$ cat src/rtl/pm_pool_pkg.sv
package pm_pool_pkg;

  typedef enum logic [1:0] {
    PWR_PDN  = 2'b00,
    PWR_NAP  = 2'b01,
    PWR_STBY = 2'b10,
    PWR_ACT  = 2'b11
  } pwr_state_e;

  typedef enum logic [1:0] {
    LST_NOP,
    LST_TOUCH,
    LST_INSERT,
    LST_DROP
  } lst_op_e;

  typedef enum logic [1:0] {
    FSM_IDLE,
    FSM_WAKE,
    FSM_GRANT
  } seq_state_e;

  function automatic int act_limit(input logic [1:0] sel);
    case (sel)
      2'd0:    return 1;
      2'd1:    return 2;
      default: return 4;
    endcase
  endfunction

endpackage

$ cat src/rtl/pm_lru_list.sv
module pm_lru_list
  import pm_pool_pkg::*;
#(
  parameter int NDEV = 8,
  parameter int IDW  = 3,
  parameter int CW   = 4
) (
  input  logic                      clk,
  input  logic                      rst_n,
  input  lst_op_e                   op,
  input  logic [IDW-1:0]            op_id,
  input  logic [CW-1:0]             cap,
  output logic [CW-1:0]             occ,
  output logic                      hit,
  output logic [NDEV-1:0]           present,
  output logic [NDEV-1:0][IDW-1:0]  rank
);

  // slot[0] is the most recent member, slot[occ-1] the least recent
  logic [NDEV-1:0][IDW-1:0] slot;
  logic [IDW-1:0]           hit_pos;

  always_comb begin
    hit     = 1'b0;
    hit_pos = '0;
    for (int i = 0; i < NDEV; i++) begin
      if (CW'(i) < occ && slot[i] == op_id) begin
        hit     = 1'b1;
        hit_pos = IDW'(i);
      end
    end
  end

  always_comb begin
    present = '0;
    rank    = '0;
    for (int d = 0; d < NDEV; d++) begin
      for (int i = 0; i < NDEV; i++) begin
        if (CW'(i) < occ && slot[i] == IDW'(d)) begin
          present[d] = 1'b1;
          rank[d]    = IDW'(i);
        end
      end
    end
  end

  always_ff @(posedge clk or negedge rst_n) begin
    if (!rst_n) begin
      slot <= '0;
      occ  <= '0;
    end else begin
      case (op)
        LST_TOUCH: begin
          if (hit) begin
            for (int i = 1; i < NDEV; i++) begin
              if (IDW'(i) <= hit_pos) slot[i] <= slot[i-1];
            end
            slot[0] <= op_id;
          end
        end
        LST_INSERT: begin
          for (int i = 1; i < NDEV; i++) slot[i] <= slot[i-1];
          slot[0] <= op_id;
          if (occ < cap) occ <= occ + CW'(1);
        end
        LST_DROP: begin
          if (occ != '0) occ <= occ - CW'(1);
        end
        default: ;
      endcase
    end
  end


  occ_bound_chk: assert property (@(posedge clk) disable iff (!rst_n)
    occ <= CW'(NDEV));


  unique_member_chk: assert property (@(posedge clk) disable iff (!rst_n)
    $countones(present) == int'(occ));

endmodule

$ cat src/rtl/pm_wake_timer.sv
module pm_wake_timer #(
  parameter int WAKE_W = 16
) (
  input  logic              clk,
  input  logic              rst_n,
  input  logic              load,
  input  logic [WAKE_W-1:0] cycles,
  output logic              done
);

  logic [WAKE_W-1:0] cnt;

  always_ff @(posedge clk or negedge rst_n) begin
    if (!rst_n) begin
      cnt <= '0;
    end else if (load) begin
      cnt <= (cycles == '0) ? WAKE_W'(1) : cycles;
    end else if (cnt != '0) begin
      cnt <= cnt - WAKE_W'(1);
    end
  end

  assign done = (cnt == WAKE_W'(1));

endmodule

$ cat src/rtl/pm_idle_timer.sv
module pm_idle_timer #(
  parameter int IDLE_W = 16
) (
  input  logic              clk,
  input  logic              rst_n,
  input  logic              qualify,
  input  logic [IDLE_W-1:0] thresh,
  output logic              fire
);

  logic [IDLE_W-1:0] cnt;

  assign fire = qualify && (cnt == thresh);

  always_ff @(posedge clk or negedge rst_n) begin
    if (!rst_n) begin
      cnt <= '0;
    end else if (!qualify || fire) begin
      cnt <= '0;
    end else begin
      cnt <= cnt + IDLE_W'(1);
    end
  end

endmodule

$ cat src/rtl/pm_two_pool_ctrl.sv
module pm_two_pool_ctrl
  import pm_pool_pkg::*;
#(
  parameter int NDEV   = 8,
  parameter int WAKE_W = 16,
  parameter int IDLE_W = 16,
  localparam int IDW   = (NDEV > 1) ? $clog2(NDEV) : 1,
  localparam int CW    = $clog2(NDEV + 1)
) (
  input  logic              clk,
  input  logic              rst_n,
  input  logic [1:0]        pool_sel,
  input  logic [1:0]        limit_sel,
  input  logic              deep_sleep,
  input  logic              idle_en,
  input  logic [IDLE_W-1:0] idle_thresh,
  input  logic [WAKE_W-1:0] nap_wake_cyc,
  input  logic [WAKE_W-1:0] pdn_wake_cyc,
  input  logic              chan_idle,
  input  logic              req_valid,
  input  logic [IDW-1:0]    req_id,
  output logic              req_ready,
  output logic [2*NDEV-1:0] dev_state
);

  seq_state_e               state, state_nxt;
  lst_op_e                  op;
  logic [CW-1:0]            cap, lim, occ;
  logic                     hit, shrink, wake_load, wake_done;
  logic                     idle_qual, idle_fire;
  logic [NDEV-1:0]          present, act_vec;
  logic [NDEV-1:0][IDW-1:0] rank;

  always_comb begin
    int c;
    c = 1 << pool_sel;
    if (c > NDEV) c = NDEV;
    cap = CW'(c);
  end

  always_comb begin
    int l;
    l = act_limit(limit_sel);
    if (l > NDEV) l = NDEV;
    lim = CW'(l);
  end

  assign shrink = (occ > cap);

  pm_lru_list #(.NDEV(NDEV), .IDW(IDW), .CW(CW)) u_list (
    .clk     (clk),
    .rst_n   (rst_n),
    .op      (op),
    .op_id   (req_id),
    .cap     (cap),
    .occ     (occ),
    .hit     (hit),
    .present (present),
    .rank    (rank)
  );

  pm_wake_timer #(.WAKE_W(WAKE_W)) u_wake (
    .clk    (clk),
    .rst_n  (rst_n),
    .load   (wake_load),
    .cycles (deep_sleep ? pdn_wake_cyc : nap_wake_cyc),
    .done   (wake_done)
  );

  assign idle_qual = idle_en && chan_idle && (state == FSM_IDLE) &&
                     !req_valid && !shrink && (occ != '0);

  pm_idle_timer #(.IDLE_W(IDLE_W)) u_idle (
    .clk     (clk),
    .rst_n   (rst_n),
    .qualify (idle_qual),
    .thresh  (idle_thresh),
    .fire    (idle_fire)
  );

  // request sequencer: shrink first, then requests, then idle demotion
  always_comb begin
    op        = LST_NOP;
    wake_load = 1'b0;
    state_nxt = state;
    case (state)
      FSM_IDLE: begin
        if (shrink) begin
          op = LST_DROP;
        end else if (req_valid) begin
          if (hit) begin
            op        = LST_TOUCH;
            state_nxt = FSM_GRANT;
          end else begin
            op        = LST_INSERT;
            wake_load = 1'b1;
            state_nxt = FSM_WAKE;
          end
        end else if (idle_fire) begin
          op = LST_DROP;
        end
      end
      FSM_WAKE:  if (wake_done) state_nxt = FSM_GRANT;
      FSM_GRANT: state_nxt = FSM_IDLE;
      default:   state_nxt = FSM_IDLE;
    endcase
  end

  always_ff @(posedge clk or negedge rst_n) begin
    if (!rst_n) state <= FSM_IDLE;
    else        state <= state_nxt;
  end

  assign req_ready = (state == FSM_GRANT);

  for (genvar d = 0; d < NDEV; d++) begin : g_dev
    pwr_state_e ps;
    always_comb begin
      if (present[d]) ps = (CW'(rank[d]) < lim) ? PWR_ACT : PWR_STBY;
      else            ps = deep_sleep ? PWR_PDN : PWR_NAP;
    end
    assign dev_state[2*d +: 2] = ps;
    assign act_vec[d]          = (ps == PWR_ACT);
  end


  ready_pulse_chk: assert property (@(posedge clk) disable iff (!rst_n)
    req_ready |=> !req_ready);


  ready_pending_chk: assert property (@(posedge clk) disable iff (!rst_n)
    req_ready |-> req_valid);


  active_limit_chk: assert property (@(posedge clk) disable iff (!rst_n)
    $countones(act_vec) <= int'(lim));


  grant_active_chk: assert property (@(posedge clk) disable iff (!rst_n)
    req_ready |-> act_vec[req_id]);


  pool_fit_chk: assert property (@(posedge clk) disable iff (!rst_n)
    ($stable(pool_sel) && $past(occ <= cap)) |-> (occ <= cap));


  busy_keep_chk: assert property (@(posedge clk) disable iff (!rst_n)
    (state == FSM_IDLE && !req_valid && !shrink && !chan_idle) |=> (occ == $past(occ)));

endmodule

$ cat config.mk
export PLATFORM = sky130hd
export DESIGN_NAME = pm_two_pool_ctrl
export DESIGN_NICKNAME = d
export VERILOG_FILES = /design/src/rtl/pm_pool_pkg.sv /design/src/rtl/pm_lru_list.sv /design/src/rtl/pm_wake_timer.sv /design/src/rtl/pm_idle_timer.sv /design/src/rtl/pm_two_pool_ctrl.sv
export SDC_FILE = /design/constraint.sdc
export NUM_CORES = 1
export LEC_CHECK = 0
export ABC_AREA = 1
export ABC_CLOCK_PERIOD_IN_PS = 2200
export BUFFER_PORTS_ARGS = -buffer_cell sky130_fd_sc_hd__buf_2
export CORE_AREA = 3 3 106 134
export DETAILED_ROUTE_END_ITERATION = 6
export DIE_AREA = 0 0 109 137
export PLACE_DENSITY = 0.69
export SYNTH_ARGS = -nofsm -noshare
export SYNTH_HDL_FRONTEND = slang
export SYNTH_SLANG_ARGS = --single-unit
$ cat constraint.sdc
create_clock -name clk -period 2.2 [get_ports clk]
set_clock_uncertainty 0.05 [all_clocks]
set_input_delay 0.22 -clock clk [delete_from_list [all_inputs] [get_ports clk]]
set_output_delay 0.22 -clock clk [all_outputs]
set_load 0.05 [all_outputs]
---- After elaboration in Yosys (flattened, before gate mapping) ----
Index checks and enable logic that the tools add are counted.
storage, ports and cells
  register bits after elaboration ......... 62
  output and inout port bits .............. 17
  word-level logic and storage cells ...... 423
cells by class
  add/subtract/negate cells ............... 4
  order comparisons ....................... 27
  equal/unequal tests ..................... 85
  shift operators ......................... 1
  muxes and demuxes ....................... 186
  reductions and logical operators ........ 108
operator list
  kind                                                                               count
  3-bit two-way mux                                                                  43
  3-bit == test (second input constant)                                              32
  1-bit two-way mux                                                                  94
  16-bit two-way mux                                                                 5
  1-bit logical AND                                                                  78
  2-bit two-way mux                                                                  35
  32-bit by 5-bit greater-than comparator with 1-bit output (second input constant)  2
  3-bit by 2-bit == test with 1-bit output (second input constant)                   16
  24-bit case mux with 2 select lines                                                1
  3-bit by 4-bit less-than comparator with 1-bit output                              8
  1-bit by 2-bit left shift with 32-bit output (first input constant)                1
  3-bit AND reduction                                                                9
  3-bit by 1-bit == test with 1-bit output (second input constant)                   8
  3-bit == test                                                                      8
  3-bit logical NOT                                                                  8
  24-bit two-way mux                                                                 1
  2-bit by 1-bit inequality test with 1-bit output (second input constant)           9
  16-bit by 1-bit adder with 16-bit output (second input constant)                   1
  16-bit by 1-bit == test with 1-bit output (second input constant)                  1
  16-bit == test                                                                     1
  16-bit logical NOT                                                                 1
  3-bit by 4-bit less-than comparator with 1-bit output (first input constant)       4
  4-bit two-way mux                                                                  4
  16-bit nonzero test                                                                1
  other kinds (22)                                                                   40

---- Logic depth before layout (Yosys ltp) ----
  depth after elaboration ................. 17
  depth in mapped cells ................... 16

---- By module ----
A second synthesis with hierarchy kept.
second synthesis, totals
  cell total of the unflattened synthesis .. 1005
  area, all modules ....................... 6232.2 um^2
modules (own cells, without submodules)
  module            times used  cells each  area an instance (um^2)
  pm_lru_list       1           462         2919.0
  pm_idle_timer     1           179         1171.1
  pm_wake_timer     1           176         1142.3
  pm_two_pool_ctrl  1           188         999.7

---- Least setup slack after synthesis ----
No wires, ideal clock.
  kind .................................... reg2out
  start point ............................. register u_list.occ[0]
  end point ............................... output port dev_state[8]
  data arrival time ....................... 2348 ps
  required time ........................... 1930 ps
  slack ................................... -418 ps
  stages on the path, launching flop included .. 14
  path buffers ............................ 0
  path through ............................ dfrtp_1 -> inv_1 -> ha_1 -> inv_2 -> a21oi_1 -> nor2_1 -> nand2_1 -> nand2_1 -> nor2_1 -> nand3_1 -> nand2_1 -> inv_1 -> nand2_1 -> nand2_1
between the ends
  word-level cells in the longest chain between the ends .. 12
ends and longest elaborated chain
  element                                                RTL line                 source
  from (decl)                                            pm_lru_list.sv:13        output logic [CW-1:0] occ,
  from (signal assigned)                                 pm_lru_list.sv:64        if (occ < cap) occ <= occ + CW'(1);
  from (signal assigned)                                 pm_lru_list.sv:67        if (occ != '0) occ <= occ - CW'(1);
  1-bit by 4-bit less-than comparator with 1-bit output  pm_lru_list.sv:39        if (CW'(i) < occ && slot[i] == IDW'(d)) begin
  1-bit logical AND                                      pm_lru_list.sv:39
  1-bit two-way mux                                      pm_lru_list.sv:39
  2-bit two-way mux (2 in series)                        pm_lru_list.sv:39
  3-bit two-way mux (4 in series)                        pm_lru_list.sv:39
  3-bit by 4-bit less-than comparator with 1-bit output  pm_two_pool_ctrl.sv:119  if (present[d]) ps = (CW'(rank[d]) < lim) ? PWR_ACT : PWR_STBY;
  1-bit two-way mux                                      pm_two_pool_ctrl.sv:119
  2-bit two-way mux (*)                                  pm_two_pool_ctrl.sv:119
  to (decl)                                              pm_two_pool_ctrl.sv:23   output logic [2*NDEV-1:0] dev_state
Every way passes the cells marked *; elsewhere a longest branch is shown, timed or not.

---- Worst setup path in the final report ----
  start point ............................. register u_list.occ[1]
  end point ............................... output port dev_state[4]
The elaborated chain is that of the path after synthesis.

==> impl_metrics.py <==
metrics = {
    "outcome": {
        "status": "finished with violations",
        "violations": "setup timing",
    },
    "floorplanning": {
        "start_util": 0.446,
        "fp.dieH_um": 137,
        "die_w_um": 109,
        "core_area_um2": 13100,
        "dieArea_um2": 14900,
        "pin_count": 78,
        "rows": 47,
    },
    "sta": {
        "setup_tns_ps": -13760,
        "setup_viol": 59,
        "rsz0062_at_grt": "true",
        "holdWs_ps": 6.26,
        "min_period_ps": 2690,
        "setup_slack_ps": -494,
        "finalMaxSlewViolations": 0,
        "slew_headroom": 0.457,
        "finalCritPeriodShare": 1.22,
        "hold_violations": 0,
        "fmax_ghz": 0.371,
        "max_slew.worst_pin.slew_ps": 815,
    },
    "global_routing": {
        "grt_overflow_total": 0,
        "grt.total_usage": 0.236,
        "grt_util_met1": 0.266,
        "grt_max_degree": 63,
        "grt_util_met3": 0.0335,
        "met2_usage": 0.436,
        "grt_first_pass_wirelength_um": 28100,
        "grt_pass1_vias": 6302,
        "top_usage_layer": "met2",
        "antenna_found_initial": 0,
    },
    "yosys": {
        "syn_avg_cell_area_um2": 6.14,
        "async_flop_share": 1.00,
        "synth_top_cell_area_share": 0.265,
        "synth_seq_cells": 62,
        "synth.most_common_cell": "nand2_1",
        "netlist_instances": 952,
        "synth-edff-count": 0,
        "yosys_warnings": 0,
        "ys_types": 49,
        "synth-main-ff-cell": "dfrtp_1",
        "syn_area_um2": 5850,
        "ys_seq_area_frac": 0.265,
        "synth_nets": 1039,
        "synth_top_cells_by_area": "dfrtp_1, nand2_1, nor2_1",
        "synth_top_area_cell": "dfrtp_1",
        "synth_common_cells": "nand2_1, nor2_1, inv_1",
    },
    "worst_setup_path": {
        "worstPathArrival_ps": 2420,
        "cpPeakStageDelay_ps": 450,
        "reg2reg_slack_ps": -300,
        "path_max_fanout": 4,
        "worstPathCellList": "ha_4 -> a21oi_4 -> nor2_2 -> inv_2 -> buf_4 -> nor2_1 -> nor2_1 -> nand2_1 -> ha_1 -> o21ai_1 -> nand2_1 -> nand2_1 -> nand2_1 -> nand2_2 -> buf_8",
        "start_kind": "flop",
        "crit_type": "reg2out",
        "cpMaxStageDelayCell": "dfrtp_2",
        "end_kind": "output pin",
        "crit_path_frequent_cell": "nand2_1",
        "worst_ep_required_time_ps": 1930,
    },
    "placement": {
        "dp.cells": 1281,
        "gp_congestion": 0.959,
        "hpwlAfterDp_um": 13200,
        "io_buffers": 77,
        "place_ws_ps": -344,
        "placed_area_um2": 7200,
    },
    "drt": {
        "routedWlPerCell_um": 13.8,
        "vias_per_cell": 5.03,
        "drtIter0Drc": 346,
        "post-route-drc-count": 0,
        "ant_nets": 0,
        "routed_wl_um": 18300,
        "drtPass1Iterations": 5,
        "vias": 6629,
    },
    "cts": {
        "cts_max_path_buffers": 2,
        "cts.reportedPaths.clkPinSlew_ps": 60,
        "clkSinkCount": 62,
        "htree_levels": 3,
        "clk_latency_ps": 330,
        "cts_made_buffers": 9,
        "cts-root-buf": "clkbuf_16",
        "tritoncts": "yes",
    },
    "final_layout": {
        "synthToLayoutAreaGrowth_pct": 46.4,
        "final.fill_count": 1126,
        "final_area_um2": 8560,
        "drive_gt1_frac": 0.351,
        "final-instance-count-excl-fill": 1319,
        "antenna_cells": 0,
        "fin_nets": 1230,
    },
    "power": {
        "p_leak_nw": 4.48,
        "power_density_nw_per_um2": 1370,
        "peakVddDrop_mv": 1.50,
    },
    "run": {
        "max_cap_violations": 0,
    },
    "hold_path": {
        "hold_path.class": "in2async",
    },
}
final cells by class:
class,instances,area [um^2],share of cell area
clock buffers,10,239,0.0279
clock inverters,6,61.3,0.00716
inverters,122,474,0.0554
multi-input cells,750,4490,0.525
flip-flops and latches,62,1560,0.182
well taps,171,214,0.0250
repair buffers,198,1520,0.178
power breakdown:
| group | total, W | internal [W] | leakage, nW | switching, W |
|---|---|---|---|---|
| Clock | 0.00143 | 0.000903 | 0.148 | 0.000528 |
| Combinational | 0.00834 | 0.00350 | 3.53 | 0.00484 |
| Sequential | 0.00195 | 0.00151 | 0.803 | 0.000442 |
| Total | 0.0117 | 0.00591 | 4.48 | 0.00581 |
worst max-delay path, delay by kind of cell (launching register included):
| family | cells | cell delay (ps) |
|---|---|---|
| simple gates | 8 | 580 |
| flops | 1 | 450 |
| buf+inv | 3 | 300 |
| compound gates | 2 | 280 |
| fa+ha+maj | 2 | 470 |
layout by cell type, fill, tap and decap left out, types with 7 or more instances in the layout:
| cell type | synthesis | final |
|---|---|---|
| clkbuf_16 | 0 | 9 |
| buf_2 | 9 | 63 |
| a21oi_1 | 15 | 13 |
| inv_1 | 111 | 104 |
| buf_4 | 2 | 95 |
| o21ai_2 | 1 | 11 |
| nand4_1 | 9 | 9 |
| inv_2 | 8 | 11 |
| nand2_1 | 348 | 281 |
| nand3_2 | 0 | 10 |
| nand3_1 | 53 | 41 |
| ha_1 | 26 | 18 |
| nor2_1 | 131 | 110 |
| nor3_1 | 15 | 10 |
| o21ai_1 | 13 | 18 |
| nand2_4 | 1 | 19 |
| o21ai_0 | 31 | 14 |
| ha_4 | 0 | 7 |
| dfrtp_1 | 62 | 59 |
| a21oi_2 | 11 | 11 |
| xor2_1 | 16 | 16 |
| nor2_4 | 3 | 9 |
| buf_8 | 0 | 7 |
| buf_6 | 4 | 31 |
| nand2_2 | 7 | 52 |
| xnor2_1 | 20 | 20 |
| nor2_2 | 1 | 16 |
worst paths after layout:
check / start / endpoint / cells after the start
worst max-delay path: u_list.occ[1] / dev_state[4] / 15
worst max register to register: u_list.occ[1] / u_wake.cnt[12] / 15
max in group asynchronous: rst_n / u_list.occ[3] / 2
worst min-delay path: rst_n / u_idle.cnt[5] / 2
worst min register to register: u_wake.cnt[1] / u_wake.cnt[1] / 2
min in group clk: nap_wake_cyc[7] / u_wake.cnt[7] / 5
cell families after synthesis:
logic type | after synthesis | share of synthesized area
compound gates | 92 | 0.0961
xor+xnor | 36 | 0.0539
fa+ha+maj | 26 | 0.0556
buf+inv | 141 | 0.0993
flops | 62 | 0.265
mux | 4 | 0.00685
simple gates | 591 | 0.423
sequential cells by signal, indices dropped and copies added, names as in the netlist:
name	cells
u_idle.cnt	16
state	2
u_wake.cnt	16
u_list.slot	24
u_list.occ	4
per-layer routing:
metal,vias up,share of wire
li1,3376,-
met4,0,0.042
met2,192,0.52
met3,55,0.045
met5,-,0
met1,3006,0.39
timing repair:
item | 4_1_cts | 5_1_grt
buffers inserted | 15 | 8
gates resized for setup | 118 | 135
cloned | 1 | 1
pin swaps | 34 | 34
setup endpoints to repair | 56 | 73
hold buffers | 0 | 0
stage by stage:
step                      utilization  power (W)
after floorplan                     -    0.00620
after global placement          0.549    0.00818
after detailed placement        0.549    0.00827
after CTS                       0.614     0.0107
after global routing            0.653     0.0126
final                           0.653     0.0117
Power figures use the tool's default switching activity.
